===== src/rtl/pmc_pkg.sv =====
package pmc_pkg;
  typedef enum logic [1:0] {
    MODE_STANDBY = 2'b00,
    MODE_READY   = 2'b01,
    MODE_ACTIVE  = 2'b10
  } pmc_mode_e;
endpackage


===== src/rtl/pmc_sync.sv =====
module pmc_sync #(
  parameter int STAGES = 2
) (
  input  logic clk,
  input  logic rst,
  input  logic d,
  output logic q
);
  logic [STAGES-1:0] chain;

  always_ff @(posedge clk) begin
    if (rst) chain <= '0;
    else     chain <= {chain[STAGES-2:0], d};
  end

  assign q = chain[STAGES-1];
endmodule


===== src/rtl/pmc_mode_sel.sv =====
module pmc_mode_sel (
  input  logic clk,
  input  logic rst,
  input  logic ext_en,
  input  logic reg_active,
  input  logic reg_ready,
  input  logic pin_lvl,
  output logic act_want,
  output logic idle_ready
);
  logic en_q;
  logic park_ready;

  always_ff @(posedge clk) begin
    if (rst) begin
      en_q       <= 1'b0;
      park_ready <= 1'b0;
    end else begin
      en_q <= ext_en;
      if (ext_en && !en_q) park_ready <= reg_ready;
    end
  end

  always_comb begin
    act_want   = ext_en ? pin_lvl : reg_active;
    idle_ready = (ext_en && en_q) ? park_ready : reg_ready;
  end

  // idle pair cannot change while the pin stays in control
  p_pair_frozen_r7: assert property (@(posedge clk) disable iff (rst)
    (en_q && ext_en) |=> $stable(park_ready));
endmodule


===== src/rtl/pmc_wake_timer.sv =====
module pmc_wake_timer
  import pmc_pkg::*;
#(
  parameter int unsigned CYCLES = 3000000
) (
  input  logic      clk,
  input  logic      rst,
  input  pmc_mode_e cur_mode,
  input  pmc_mode_e nxt_mode,
  output logic      done
);
  localparam int CW = $clog2(CYCLES + 1);
  localparam logic [CW-1:0] LOAD = CW'(CYCLES);

  logic [CW-1:0] cnt;

  always_ff @(posedge clk) begin
    if (rst) begin
      cnt  <= '0;
      done <= 1'b0;
    end else if (nxt_mode != MODE_ACTIVE) begin
      cnt  <= '0;
      done <= 1'b0;
    end else if (cur_mode == MODE_STANDBY) begin
      cnt  <= LOAD;
      done <= 1'b0;
    end else if (cur_mode == MODE_READY) begin
      cnt  <= '0;
      done <= 1'b1;
    end else if (cnt != '0) begin
      cnt  <= cnt - 1'b1;
      done <= (cnt == CW'(1));
    end else begin
      done <= 1'b1;
    end
  end

  // no completion while the count is still running
  p_no_early_done_r9: assert property (@(posedge clk) disable iff (rst)
    (cnt > CW'(1)) |=> !done);
endmodule


===== src/rtl/pwr_mode_ctrl.sv =====
module pwr_mode_ctrl
  import pmc_pkg::*;
#(
  parameter int unsigned CLK_HZ   = 50000000,
  parameter int unsigned WAKE_MS  = 60,
  parameter int          SYNC_LEN = 2
) (
  input  logic       clk,
  input  logic       rst,
  input  logic       reg_active,
  input  logic       reg_ready,
  input  logic       ext_en,
  input  logic       pin_in,
  input  logic       irq_in,
  output logic [1:0] mode,
  output logic       active_rd,
  output logic       pin_oe,
  output logic       pin_out,
  output logic       wake_done
);
  localparam int unsigned WAKE_CYC = (CLK_HZ / 1000) * WAKE_MS;

  logic      pin_lvl;
  logic      act_want;
  logic      idle_ready;
  pmc_mode_e mode_q, mode_d;
  logic      active_q, oe_q, out_q;

  pmc_sync #(.STAGES(SYNC_LEN)) u_sync (
    .clk(clk), .rst(rst), .d(pin_in), .q(pin_lvl)
  );

  pmc_mode_sel u_sel (
    .clk(clk), .rst(rst), .ext_en(ext_en), .reg_active(reg_active),
    .reg_ready(reg_ready), .pin_lvl(pin_lvl), .act_want(act_want),
    .idle_ready(idle_ready)
  );

  always_comb begin
    if (act_want)        mode_d = MODE_ACTIVE;
    else if (idle_ready) mode_d = MODE_READY;
    else                 mode_d = MODE_STANDBY;
  end

  always_ff @(posedge clk) begin
    if (rst) begin
      mode_q   <= MODE_STANDBY;
      active_q <= 1'b0;
      oe_q     <= 1'b1;
      out_q    <= 1'b0;
    end else begin
      mode_q   <= mode_d;
      active_q <= act_want;
      oe_q     <= !ext_en;
      out_q    <= !ext_en && irq_in;
    end
  end

  pmc_wake_timer #(.CYCLES(WAKE_CYC)) u_timer (
    .clk(clk), .rst(rst), .cur_mode(mode_q), .nxt_mode(mode_d), .done(wake_done)
  );

  assign mode      = mode_q;
  assign active_rd = active_q;
  assign pin_oe    = oe_q;
  assign pin_out   = out_q;

  // interrupt passes through while the pin is an output
  p_irq_pass_r3: assert property (@(posedge clk) disable iff (rst)
    !ext_en |=> (pin_oe && pin_out == $past(irq_in)));
  // driver released while the pin is an input
  p_pin_released_r4: assert property (@(posedge clk) disable iff (rst)
    ext_en |=> (!pin_oe && !pin_out));
  // with the pin in control the active bit tracks the synchronized level
  p_pin_owns_active_r6: assert property (@(posedge clk) disable iff (rst)
    ext_en |=> (active_rd == $past(pin_lvl)));
  // flag only while Active
  p_done_only_active_r9: assert property (@(posedge clk) disable iff (rst)
    (mode_q != MODE_ACTIVE) |-> !wake_done);
  // readable bit agrees with mode
  p_rdbit_agrees_r11: assert property (@(posedge clk) disable iff (rst)
    active_rd == (mode_q == MODE_ACTIVE));
endmodule


===== config.mk =====
export PLATFORM = sky130hd
export DESIGN_NAME = pwr_mode_ctrl
export DESIGN_NICKNAME = d
export VERILOG_FILES = /design/src/rtl/pmc_pkg.sv /design/src/rtl/pmc_sync.sv /design/src/rtl/pmc_mode_sel.sv /design/src/rtl/pmc_wake_timer.sv /design/src/rtl/pwr_mode_ctrl.sv
export SDC_FILE = /design/constraint.sdc
export NUM_CORES = 1
export LEC_CHECK = 0
export CORE_ASPECT_RATIO = 0.5
export CORE_MARGIN = 10
export CORE_UTILIZATION = 45
export CTS_CLUSTER_DIAMETER = 50
export DETAILED_ROUTE_END_ITERATION = 10
export GPL_TIMING_DRIVEN = 0
export MAX_ROUTING_LAYER = met4
export PLACE_DENSITY = 0.77
export REMOVE_ABC_BUFFERS = 1
export SYNTH_ARGS = -nofsm -noshare
export SYNTH_HDL_FRONTEND = slang
export SYNTH_SLANG_ARGS = --single-unit

===== constraint.sdc =====
create_clock -name clk -period 2.6 [get_ports clk]
set_input_delay 0.39 -clock clk [delete_from_list [all_inputs] [get_ports clk]]
set_output_delay 0.39 -clock clk [all_outputs]
set_load 0.05 [all_outputs]

==> flow_summary.toml, run 1 <==
[run_status]
status = "finished, final reports clean"

[global_routing]
grt_usage_pct = 9.45
grt_max_degree = 13
antenna_found_initial = 0
grt_pass1_vias = 1029
grt_overflow = 0
grt_pass1_wl_mm = 4.40

[synthesis]
ys_types = 32
synthXorXnorAreaFrac_pct = 9.29
ys_seq_area_share_pct = 43.9
synth_compound_area_share_pct = 9.47
synth_seq_cells = 31
synthMuxAreaShare_pct = 3.54
synth_top_family_by_area = "simple AND/OR/NAND/NOR gates"
netlist_area_um2 = 1410
syn_avg_cell_area_um2 = 9.24
yosysWarnings = 0
syn_inst = 153
synth_fa_ha_area_share_pct = 1.77
yosys.area_share.simple_pct = 27.5

[sta]
fin_crit_sh_pct = 95.3
finClkSkew_ps = 2.08
hold_viol = 0
min_period_ps = 2480
slew_headroom_pct = 65.2
finalMaxSlewViolations = 0
finalSetupViolCount = 0
rsz0062_at_grt = "false"
worst_pin_slew_ps = 521
finalSetupTns_ps = 0
fmax_mhz = 404

[hold_path]
worstHoldPathCells = 1
min_path_type = "reg -> reg"
hp-start = "u_sync.chain[0]"
min_to = "u_sync.chain[1]"

[setup_path]
start_kind = "register"
critPathCaptureType = "register"
cp.arrival_ps = 2640
r2r-start = "u_timer.cnt[0]"
reg2reg_to = "u_timer.cnt[15]"
required_ps = 2760
reg2reg_slack_ps = 120
critPathKind = "reg -> reg"
rr_worst_depth = 7
path_max_fanout = 9

[cts]
clk_latency_ps = 280
cts_sinks = 31
cts_tree = "yes"
cts_max_level = 2
cts_setup_buffers = 0
clk_pin_slew_ps = 70
cts_made_buffers = 5
root_buffer = "clkbuf_8"
postCtsHoldBufs = 0
clk_path_buf_depth = 2

[die]
die_height_um = 59.6
rows = 14
core_area_um2 = 3010
initial_core_util_pct = 46.9
dieWidth_um = 99.3
io_pins = 13
die_area_um2 = 5920

[route]
detail-route-antenna-nets = 0
drt_wl_total_mm = 2.66
routed.top_layer = "met4"
drc = 0
wl_met3_um = 82
dr.pass1.iters = 4
dr_wl_met2_mm = 1.18
via_per_inst = 5.26
drt-met1-wl_mm = 1.34
drt_iter0_drc = 34
wl_per_cell_um = 12.9
vias = 1084

[final_layout]
antenna_cells = 0
final_cell_mix = "dfxtp_1, nor2_1, clkdlybuf4s50_1, o21ai_1"
final_common_cell = "dfxtp_1"
area_delta_synth_final_pct = 16.6
nNetsFinal = 174
drive_above_1_share_pct = 10.2
fin_util_pct = 54.7

[placement]
dp_hpwl_mm = 1.94
gp_congestion = 0.801
port_buffers = 12

[power_and_ir_drop]
p_per_area_nw_per_um2 = 759
p_leak_nw = 0.663
irDropWorstVdd_mv = 0.358

[run]
drv_cap = 0
## metrics by stage
| stage | instance area (um2) | std cells | power, W | worst slack (ps) | hold WS [ps] |
|---|---|---|---|---|---|
| 4_1_cts | 1650 | 206 | 0.00126 | 83.8 | 460 |
| 3_5_place_dp | 1530 | 198 | 0.000769 | 96.0 | 440 |
| 3_3_place_gp | 1530 | 198 | 0.000761 | 118 | 425 |
| 5_1_grt | 1650 | 206 | 0.00130 | 11.6 | 465 |
| 2_1_floorplan | 1360 | 146 | 0.000713 | 323 | 414 |
| 6_report | 1650 | 206 | 0.00125 | 123 | 453 |
## flip-flops by register name, summed over array words and instances, names as in the netlist
name	cells
u_sel.en_q	1
u_timer.cnt	22
mode	2
u_sel.park_ready	1
pin_oe	1
u_sync.chain	2
pin_out	1
u_timer.done	1
## final cells by class
| type | count | area, um2 |
|---|---|---|
| timing repair buffer | 12 | 120 |
| multi-input combinational | 112 | 729 |
| clock buffer | 6 | 82.6 |
| fill | 280 | 1360 |
| tap | 40 | 50.0 |
| clock inverter | 2 | 35.0 |
| inverter | 3 | 11.3 |
| sequential | 31 | 621 |
## Yosys cell counts
library cell  instances  share of area, %
or3_1                 5               2.2
nor2_1               15               4.0
xor2_1                7               4.3
or2_0                 1              0.44
buf_6                 3               2.4
o21ai_1               9               3.2
nand3_1               1              0.35
dfxtp_1              31                44
nand2b_1              3               1.3
nor3b_1               2               1.1
buf_4                 1              0.53
a21oi_1               5               1.8
nand3b_1              1              0.53
ha_1                  2               1.8
or3b_1                1              0.62
o2111ai_1             1              0.62
nor4_1                6               2.7
o21ai_0               7               2.5
or4b_2                1              0.71
clkbuf_1              3              0.80
nor2b_1               6               2.7
nor3_1                8               2.8
a21boi_0              1              0.53
or4_4                 3               2.4
or4_1                 3               1.6
a211oi_2              1              0.88
nand2_1               6               1.6
nand3_4               1               1.2
mux2i_1               5               3.5
or2_2                 3               1.3
xnor2_1               8               5.0
inv_1                 3              0.80
## worst max-delay path by stage
| stage | from | end | depth (start not counted) | slack [ps] |
|---|---|---|---|---|
| after CTS | u_timer.cnt[0] | u_timer.cnt[7] | 7 | 80 |
| after global routing | u_timer.cnt[0] | u_timer.cnt[13] | 7 | 10 |
| after global placement | u_timer.cnt[0] | u_timer.cnt[15] | 7 | 120 |
| final | u_timer.cnt[0] | u_timer.cnt[15] | 7 | 120 |
| after floorplan | u_timer.cnt[0] | u_timer.cnt[10] | 7 | 320 |
| after detailed placement | u_timer.cnt[0] | u_timer.cnt[7] | 7 | 100 |
## where the power goes
group	total, W	internal [W]	switching, W
combinational	0.000249	0.000113	0.000136
sequential	0.000512	0.000495	0.0000170
clock	0.000491	0.000310	0.000181
## critical path, cell delays in order, from the launching register on
cell,delay (ps)
dfxtp_1,350
inv_1,70
ha_1,200
or3b_1,480
or4_4,640
or2_1,340
nand3_4,180
o21ai_1,90
## timing repair
action / in CTS / in global routing
endpoints found under the hold margin: 0 / 0
resized for setup: 0 / 1
setup endpoints to repair: 0 / 11
## routing by layer
layer	track usage, %	vias to the layer above
met1	10.3	503
met4	5.88	0
met5	-	-
met2	14.6	20
li1	-	556
met3	3.49	5
## cell families (layout without fill, tap and decap cells)
group | Yosys count | in the layout
adder cells (fa/ha/maj) | 2 | 2
XOR/XNOR | 15 | 15
AO/OA/AOI/OAI | 24 | 24
flip-flops | 31 | 31
AND/OR/NAND/NOR | 66 | 66
buffers and inverters | 10 | 23
multiplexers | 5 | 5
(Power assumes the default switching activity.)
==> inputs of run 2 (changes only) <==
- SLEW_MARGIN: not set -> 20
==> results of run 2 <==
Final layout, timing and power as in run 1 (identical DEF).
==> inputs of run 3 (changes only) <==
- SYNTH_HIERARCHICAL: not set -> 1
==> run 3 against run 2 <==
Compared with the run above:
- non-clock buffer count unchanged
- first-iteration DRC count rose by 120%
- via count rose by 8.1%
- combinational power grew 11%
- cell area increased by 1.4%
- synthesized area grew 3.0%
- register-to-register slack better by 110 ps
- routed wire length is 8.7% higher
- utilization up 0.15 points
- count of clock-buffer cells in the layout stayed put
- setup slack improved by 94 ps
- die area increased by 2.2%
==> flow_summary.toml, run 3 <==
[global_routing]
grt_max_degree = 18
grt_pass1_wl_mm = 4.77
grt_overflow = 0
grt_usage_pct = 10.2
antenna_found_initial = 0
grt_pass1_vias = 1065

[run_status]
status = "finished, final reports clean"

[hold_path]
min_path_type = "reg -> reg"
worstHoldPathCells = 1
min_to = "u_sync/chain[1]"
hp-start = "u_sync/chain[0]"

[synthesis]
synthArstFlopShare_pct = 0
ys_seq_area_share_pct = 42.6
yosysMostFrequentCell = "dfxtp_1"
ys_types = 41
synth_seq_cells = 31
yosysTopAreaCellShare_pct = 42.6
synth_top_cell_by_area = "dfxtp_1"
syn_inst = 161
yosysWarnings = 6
synthFlopType = "dfxtp_1"
ys_top_cells_by_area = "dfxtp_1, xnor2_1, nor2_1"
syn_avg_cell_area_um2 = 9.05
netlist_area_um2 = 1460
synth_commonest_cells = "dfxtp_1, nor2_1, o21ai_0, xnor2_1, nand2_1"
synth-edff-count = 0

[route]
wl_per_cell_um = 13.6
drt_wl_total_mm = 2.89
drc = 0
detail-route-antenna-nets = 0
vias = 1172
via_per_inst = 5.50
dr.pass1.iters = 4
drt_iter0_drc = 75

[placement]
dp_hpwl_mm = 2.00
gp_congestion = 0.797
port_buffers = 12

[final_layout]
largest_register_ffs = 22
final_common_cell = "dfxtp_1"
fill_cells = 293
drive_above_1_share_pct = 8.09
regMostFlops = "u_timer/cnt"
antenna_cells = 0
fin_util_pct = 54.9
area_delta_synth_final_pct = 14.9
final_cell_mix = "dfxtp_1, nor2_1, o21ai_0, clkdlybuf4s50_1, xnor2_1"
nNetsFinal = 183

[cts]
clk_latency_ps = 270
cts_max_level = 2
clk_pin_slew_ps = 60
cts_made_buffers = 5
cts_sinks = 31
cts-resized-gates = 0
cts_tree = "yes"
clk_path_buf_depth = 2
cts_setup_buffers = 0
root_buffer = "clkbuf_8"
postCtsHoldBufs = 0

[sta]
hold_viol = 0
slew_headroom_pct = 57.7
fmax_mhz = 420
finalSetupViolCount = 0
finalSetupTns_ps = 0
min_period_ps = 2380
finalMaxSlewViolations = 0
rsz0062_at_grt = "false"
worst_pin_slew_ps = 632
fin_crit_sh_pct = 91.6
finClkSkew_ps = 3.57

[die]
initial_core_util_pct = 47.8
die_height_um = 60.2
core_area_um2 = 3050
dieWidth_um = 100
rows = 14
die_area_um2 = 6050
io_pins = 13

[setup_path]
cp.arrival_ps = 2550
critPathCaptureType = "register"
reg2reg_slack_ps = 230
reg2reg_to = "u_timer/cnt[14]"
r2r-start = "u_timer/cnt[9]"
required_ps = 2770
timing.critical_path.from = "ext_en"
rr_worst_depth = 5
start_kind = "input pin"
path_max_fanout = 17
critPathKind = "in -> reg"

[power_and_ir_drop]
p_leak_nw = 0.654
p_per_area_nw_per_um2 = 666
irDropWorstVdd_mv = 0.373

[run]
drv_cap = 0
-- run 3: cell count changes after synthesis, sizes merged, moves of 4 or more --
cell   change
mux2i      -5
nand2      +5
or2        -4
or4        -5
xnor2      +4
nor2       +5
-- run 3: worst max-delay path by stage --
stage / endpoint / slack, ps
after floorplan: u_timer/cnt[14] / 650
after global placement: u_timer/cnt[1] / 20
after detailed placement: u_timer/cnt[1] / -60
after CTS: u_timer/cnt[1] / 220
after global routing: u_timer/cnt[2] / 20
final: u_timer/cnt[2] / 220
-- run 3: logic make-up after synthesis --
family                     share of synthesized area, %
AOI/OAI and AO/OA                                  13.9
xor gates and xnor gates                           9.62
adders and majority gates                          1.72
buffers and inverters                              2.32
DFF                                                42.6
muxes                                              1.80
and+or+nand+nor                                    28.0
-- run 3: layout make-up --
cell class / count / area (um2) / area share [%]
flip-flops and latches: 31 / 621 / 37.1
repair buffers: 12 / 120 / 7.18
inverters: 2 / 7.51 / 0.449
well taps: 40 / 50.0 / 2.99
clock buffers: 6 / 72.6 / 4.34
multi-input cells: 122 / 802 / 47.9
-- run 3: critical path, cell delays in order --
cell and delay, ps:
clkdlybuf4s50_1 620, nand2_2 90, mux2_4 310, nor2b_1 130
nor2_1 180, nand3_1 490, a211oi_1 340
-- run 3: metrics by stage --
| step | total power [W] | cell area (um2) | hold WS [ps] | worst slack [ps] | instances |
|---|---|---|---|---|---|
| after floorplan | 0.000732 | 1430 | 414 | 655 | 155 |
| after global placement | 0.000786 | 1600 | 422 | 17.8 | 207 |
| after detailed placement | 0.000789 | 1600 | 429 | -58.7 | 207 |
| after CTS | 0.00113 | 1670 | 444 | 220 | 213 |
| after global routing | 0.00119 | 1670 | 461 | 22.5 | 213 |
| final | 0.00111 | 1670 | 440 | 217 | 213 |
-- run 3: routing by layer --
metal / up-vias / part of all wire (%) / wire, um / global-route usage, %
li1: 597 / - / - / -
met5: - / 0 / 0 / -
met4: 0 / 0 / 0 / 4.80
met1: 554 / 51 / 1480 / 11.4
met2: 21 / 46 / 1330 / 16.0
met3: 0 / 2.5 / 73 / 3.80
-- run 3: report_power, final --
part	switching (W)	internal, W
sequential	0.0000164	0.000493
combinational	0.000153	0.000123
clock	0.000152	0.000178
